$ cat config.mk
export PLATFORM = sky130hd
export DESIGN_NAME = base_timer
export DESIGN_NICKNAME = d
export VERILOG_FILES = /design/src/rtl/bt_pkg.sv /design/src/rtl/bt_step_sel.sv /design/src/rtl/bt_divider.sv /design/src/rtl/bt_buzzer.sv /design/src/rtl/bt_flag.sv /design/src/rtl/base_timer.sv
export SDC_FILE = /design/constraint.sdc
export NUM_CORES = 1
export LEC_CHECK = 0
export ABC_AREA = 1
export ABC_CLOCK_PERIOD_IN_PS = 2000
export BUFFER_PORTS_ARGS = -buffer_cell sky130_fd_sc_hd__buf_4
export CAP_MARGIN = 20
export CELL_PAD_IN_SITES_DETAIL_PLACEMENT = 1
export CELL_PAD_IN_SITES_GLOBAL_PLACEMENT = 1
export CORE_MARGIN = 2
export CORE_UTILIZATION = 39
export CTS_CLUSTER_DIAMETER = 200
export DETAILED_ROUTE_END_ITERATION = 8
export PLACE_DENSITY_LB_ADDON = 0.1
export SYNTH_ARGS = -nofsm -noshare
export SYNTH_HDL_FRONTEND = slang
export SYNTH_SLANG_ARGS = --single-unit
$ cat constraint.sdc
create_clock -name clk_i -period 2 [get_ports clk_i]
set_input_delay 0.4 -clock clk_i [delete_from_list [all_inputs] [get_ports clk_i]]
set_output_delay 0.4 -clock clk_i [all_outputs]
set_load 0.03 [all_outputs]
$ cat src/rtl/bt_pkg.sv
package bt_pkg;
  typedef enum logic [1:0] {
    SRC_XTAL = 2'd0,
    SRC_SYS  = 2'd1,
    SRC_PRE  = 2'd2,
    SRC_OFF  = 2'd3
  } bt_src_e;
endpackage

$ cat src/rtl/bt_step_sel.sv
module bt_step_sel
  import bt_pkg::*;
(
  input  logic [1:0] src_sel_i,
  input  logic       run_i,
  input  logic       xtal_stb_i,
  input  logic       pre_stb_i,
  output logic       step_o
);
  bt_src_e src;
  logic    raw;

  assign src = bt_src_e'(src_sel_i);

  always_comb begin
    unique case (src)
      SRC_XTAL: raw = xtal_stb_i;
      SRC_SYS:  raw = 1'b1;
      SRC_PRE:  raw = pre_stb_i;
      default:  raw = 1'b0;
    endcase
  end

  assign step_o = run_i & raw;
endmodule

$ cat src/rtl/bt_divider.sv
module bt_divider #(
  parameter int CNT_W     = 14,
  parameter int N_FAST    = 4,
  parameter int FAST_W0   = 5,
  parameter int FAST_STEP = 2,
  localparam int SEL_W    = $clog2(N_FAST)
) (
  input  logic             clk_i,
  input  logic             rst_ni,
  input  logic             step_i,
  input  logic [SEL_W-1:0] fast_sel_i,
  output logic [CNT_W-1:0] cnt_o,
  output logic             long_tick_o,
  output logic             fast_tick_o
);
  logic [CNT_W-1:0]  cnt_q;
  logic [N_FAST-1:0] tap_full;

  always_ff @(posedge clk_i or negedge rst_ni) begin
    if (!rst_ni)     cnt_q <= '0;
    else if (step_i) cnt_q <= cnt_q + 1'b1;
  end

  for (genvar i = 0; i < N_FAST; i++) begin : g_tap
    localparam int TW = FAST_W0 + FAST_STEP * i;
    assign tap_full[i] = &cnt_q[TW-1:0];
  end

  assign cnt_o       = cnt_q;
  assign long_tick_o = step_i & (&cnt_q);
  assign fast_tick_o = step_i & tap_full[fast_sel_i];

  AST_CNT_FROZEN: assert property (@(posedge clk_i) disable iff (!rst_ni)
    !step_i |=> $stable(cnt_q));
  AST_LONG_HAS_FAST: assert property (@(posedge clk_i) disable iff (!rst_ni)
    long_tick_o |-> fast_tick_o);
endmodule

$ cat src/rtl/bt_buzzer.sv
module bt_buzzer (
  input  logic       en_i,
  input  logic       sel_i,
  input  logic [1:0] bits_i,
  output logic       buzz_o
);
  // bits_i[0] toggles every 4 steps, bits_i[1] every 8
  assign buzz_o = en_i & (sel_i ? bits_i[1] : bits_i[0]);

  always_comb begin
    AST_BUZZ_QUIET: assert (en_i || !buzz_o);
  end
endmodule

$ cat src/rtl/bt_flag.sv
module bt_flag (
  input  logic clk_i,
  input  logic rst_ni,
  input  logic set_i,
  input  logic clr_i,
  input  logic ie_i,
  output logic flag_o,
  output logic req_o
);
  logic flag_q;

  // set has priority over a coincident clear
  always_ff @(posedge clk_i or negedge rst_ni) begin
    if (!rst_ni)     flag_q <= 1'b0;
    else if (set_i)  flag_q <= 1'b1;
    else if (clr_i)  flag_q <= 1'b0;
  end

  assign flag_o = flag_q;
  assign req_o  = flag_q & ie_i;

  AST_FLAG_SET: assert property (@(posedge clk_i) disable iff (!rst_ni)
    set_i |=> flag_q);
  AST_FLAG_CLR: assert property (@(posedge clk_i) disable iff (!rst_ni)
    (clr_i && !set_i) |=> !flag_q);
  AST_FLAG_STICKY: assert property (@(posedge clk_i) disable iff (!rst_ni)
    (flag_q && !clr_i) |=> flag_q);
endmodule

$ cat src/rtl/base_timer.sv
module base_timer #(
  parameter int CNT_W     = 14,
  parameter int N_FAST    = 4,
  parameter int FAST_W0   = 5,
  parameter int FAST_STEP = 2,
  parameter int BUZZ_BIT  = 2,
  localparam int SEL_W    = $clog2(N_FAST)
) (
  input  logic             clk_i,
  input  logic             rst_ni,
  input  logic [1:0]       src_sel_i,
  input  logic             xtal_stb_i,
  input  logic             pre_stb_i,
  input  logic             run_i,
  input  logic [SEL_W-1:0] fast_sel_i,
  input  logic             buzz_en_i,
  input  logic             buzz_sel_i,
  input  logic             long_ie_i,
  input  logic             fast_ie_i,
  input  logic             long_clr_i,
  input  logic             fast_clr_i,
  output logic             long_flag_o,
  output logic             fast_flag_o,
  output logic             irq_o,
  output logic             buzz_o
);
  logic             step;
  logic [CNT_W-1:0] cnt;
  logic             long_tick, fast_tick;
  logic             long_req, fast_req;

  bt_step_sel u_step (
    .src_sel_i (src_sel_i),
    .run_i     (run_i),
    .xtal_stb_i(xtal_stb_i),
    .pre_stb_i (pre_stb_i),
    .step_o    (step)
  );

  bt_divider #(
    .CNT_W    (CNT_W),
    .N_FAST   (N_FAST),
    .FAST_W0  (FAST_W0),
    .FAST_STEP(FAST_STEP)
  ) u_div (
    .clk_i      (clk_i),
    .rst_ni     (rst_ni),
    .step_i     (step),
    .fast_sel_i (fast_sel_i),
    .cnt_o      (cnt),
    .long_tick_o(long_tick),
    .fast_tick_o(fast_tick)
  );

  bt_buzzer u_buzz (
    .en_i  (buzz_en_i),
    .sel_i (buzz_sel_i),
    .bits_i(cnt[BUZZ_BIT+1:BUZZ_BIT]),
    .buzz_o(buzz_o)
  );

  bt_flag u_long (
    .clk_i (clk_i),
    .rst_ni(rst_ni),
    .set_i (long_tick),
    .clr_i (long_clr_i),
    .ie_i  (long_ie_i),
    .flag_o(long_flag_o),
    .req_o (long_req)
  );

  bt_flag u_fast (
    .clk_i (clk_i),
    .rst_ni(rst_ni),
    .set_i (fast_tick),
    .clr_i (fast_clr_i),
    .ie_i  (fast_ie_i),
    .flag_o(fast_flag_o),
    .req_o (fast_req)
  );

  assign irq_o = long_req | fast_req;

  AST_IRQ_MASKED: assert property (@(posedge clk_i) disable iff (!rst_ni)
    (!long_ie_i && !fast_ie_i) |-> !irq_o);
  AST_IRQ_NEEDS_FLAG: assert property (@(posedge clk_i) disable iff (!rst_ni)
    irq_o |-> (long_flag_o || fast_flag_o));
  AST_NO_STEP_NO_FLAG: assert property (@(posedge clk_i) disable iff (!rst_ni)
    (!run_i && !long_flag_o && !long_clr_i) |=> !long_flag_o);
endmodule

==> reports/metrics.cfg <==
[power_and_ir_drop]
power_frac_clock_pct = 20.9
total_power_w = 0.00107
p_comb_share_pct = 30.4
p_sw_w = 0.000425
p_seq_share_pct = 48.8
power-per-cell-area_nw_per_um2 = 845
p_leak_nw = 0.633
power_switching_share_pct = 39.8
peakVddDrop_mv = 0.518
p_int_w = 0.000642

[detailed_routing]
viasPerCell = 5.19
drc_errors = 0
vias = 1022
wirelength_mm = 2.62
ant_nets = 0
avgRoutedWirePerCell_um = 13.3
drtPass1Iterations = 4
drtIter0Drc = 18

[timing]
clock_skew_ns = 0.00485
hold-worst-slack_ns = 0.263
rsz0062_at_grt = no
fmax_mhz = 615
period_minus_slack_ns = 1.63
finalMaxSlewViolations = 0
max_slew_margin_pct = 83.5
timing.final.crit_share_pct = 81.4
worst_slew_pin_slew_ns = 0.247
layout_setup_ws_ns = 0.373
finalHoldViolCount = 0
tns_ns = 0
setup_viol = 0

[final_layout]
areaGrowthSynthToFinish_pct = 19.7
drive_gt1_share_pct = 22.2
fill_cells = 337
fin_nets = 186
final_cells = 197
antenna_cells = 0

[floorplanning]
die_area_um2 = 3140
die_w_um = 56.0
rows = 18
fp.dieH_um = 56.0
start_util_pct = 41.8
core_area_um2 = 2520
ios = 19

[run_status]
status = completed

[placed_design]
place.gp.congestion = 0.781
placed_cells = 192
dpl.hpwl_mm = 2.13
port_buffers = 18
pre_cts_ws_ns = 0.411

[grt]
grt_max_degree = 17
grt_pass1_vias = 1097
grt-ovfl-total = 0
track_usage_pct = 18.1
antenna_found_initial = 0
grt_pass1_wl_mm = 4.55

[critical_path]
start_kind = flop
cpMostUsedCell = nand2_1
critPathTopFamily = flip-flops
crit_chain = ha_1 > inv_1 > nor2_4 > nand2_2 > inv_2 > ha_1 > a21oi_1 > nand2_1 > nand2_1 > nand2_1
worstSetupEndpointType = flop
critPathMaxFanout = 5
cpMaxStageDelayCell = dfrtp_1
worstPathArrival_ns = 1.82
cp_slowest_stage_delay_ns = 0.45
path_buf_inv = 2
path_class = reg -> reg
required_ns = 2.20

[clock_network]
clock-root-buffer = clkbuf_4
clock_latency_ns = 0.29
cts_buffers = 3
cts_max_path_buffers = 2
clock_sinks = 16
cts_tree = done
htreeDepth = 1
path_clk_slew_ns = 0.10

[synth]
async_reset_ff_share_pct = 100
synthTopCellsByArea = dfrtp_1 (38%), nand2_1 (16%), inv_1 (6.8%)
synth_cell_type_count = 22
synth_area_leader_cell = dfrtp_1
yosysWarningCount = 0
synthFlopType = dfrtp_1
synth-seq-cells = 16
synth_area_per_cell_um2 = 7.27
synth-seq-area-share_pct = 38.0
netlist_instances = 145
netlist_area_um2 = 1050
yosys-top-cells-count = nand2_1 (46), inv_1 (19), dfrtp_1 (16), nor2_1 (15), nand3_1 (8)
synth_edf_count = 0
yosysTopAreaCellShare_pct = 38.0
synth_fp_nets = 163
yosysMostFrequentCell = nand2_1

[hold_path]
hold_path.class = in -> reg

[flow_run]
drv_cap = 0

[placed cells by master, fill, tap and decap left out, types with 2 or more instances in the layout]
cell type / instances
xor2_1: 6
nor2_2: 4
ha_1: 3
dfrtp_1: 16
nand2_2: 3
nand2_1: 46
clkbuf_4: 3
nor2_1: 15
o21ai_1: 6
nand3_2: 2
nand3_1: 8
buf_4: 18
a21oi_1: 2
nand4_1: 6
inv_1: 19
[power by group through the flow]
stage	Sequential (W)	Combinational [W]	Clock (W)
3_5_place_dp	0.000527	0.000325	0
4_1_cts	0.000522	0.000331	0.000231
3_3_place_gp	0.000522	0.000303	0
6_report	0.000520	0.000324	0.000222
5_1_grt	0.000535	0.000374	0.000245
2_1_floorplan	0.000499	0.000232	0
[stage by stage]
step                area (um^2)  utilization (%)
floorplan                  1050                -
global placement           1220             48.2
detailed placement         1220             48.2
CTS                        1260             50.0
global route               1260             50.0
finish                     1260             50.0
[worst reg2reg max path, cell delays in order, from the launching register on]
cell and delay [ns]:
dfrtp_1 0.45, ha_1 0.27, inv_1 0.13, nor2_4 0.07, nand2_2 0.07, inv_2 0.04
ha_1 0.17, a21oi_1 0.17, nand2_1 0.07, nand2_1 0.06, nand2_1 0.04
[per-layer routing]
metal,track usage (%),up-vias,share of wire (%)
met2,32.9,16,55
li1,-,500,-
met1,20.2,502,39
met5,0,-,0
met4,7.14,0,1.5
met3,3.95,4,3.6
[registers in the layout (all words and copies together) (netlist names)]
name and count:
u_div.cnt_o 14, u_fast.flag_o 1, u_long.flag_o 1
[cell type report]
cell class,instances,area (um^2),share of cell area (%)
Tap cell,30,37.5,2.97
Clock buffer,4,36.3,2.87
Timing Repair Buffer,19,145,11.5
Sequential cell,16,400,31.7
Multi-Input combinational cell,107,562,44.5
Inverter,21,81.3,6.44
[timing repair]
action	4_1_cts	5_1_grt
hold endpoints to repair	16	0
resized for setup	0	0
hold buffers	1	0
buffers inserted	0	0
[kinds of logic (layout without fill, tap and decap cells)]
logic type | Yosys count | count (layout) | synth area share [%]
and+or+nand+nor | 86 | 86 | 37.2
buffers and inverters | 22 | 44 | 8.78
DFF | 16 | 16 | 38.0
AOI/OAI and AO/OA | 12 | 12 | 7.47
xor gates and xnor gates | 6 | 6 | 4.98
adders and majority gates | 3 | 3 | 3.56
[worst paths after layout]
check | from | endpoint | slack (ns) | depth (start not counted)
max in group asynchronous | rst_ni | u_div.cnt_o[6] | 1.31 | 2
hold / removal | long_clr_i | u_long.flag_o | 0.26 | 2
min in group asynchronous | rst_ni | u_div.cnt_o[13] | 0.50 | 2
hold reg to reg | u_fast.flag_o | u_fast.flag_o | 0.52 | 2
setup reg to reg | u_div.cnt_o[0] | u_fast.flag_o | 0.37 | 10
setup / recovery | u_div.cnt_o[0] | u_fast.flag_o | 0.37 | 10
(Power assumes the default switching activity.)
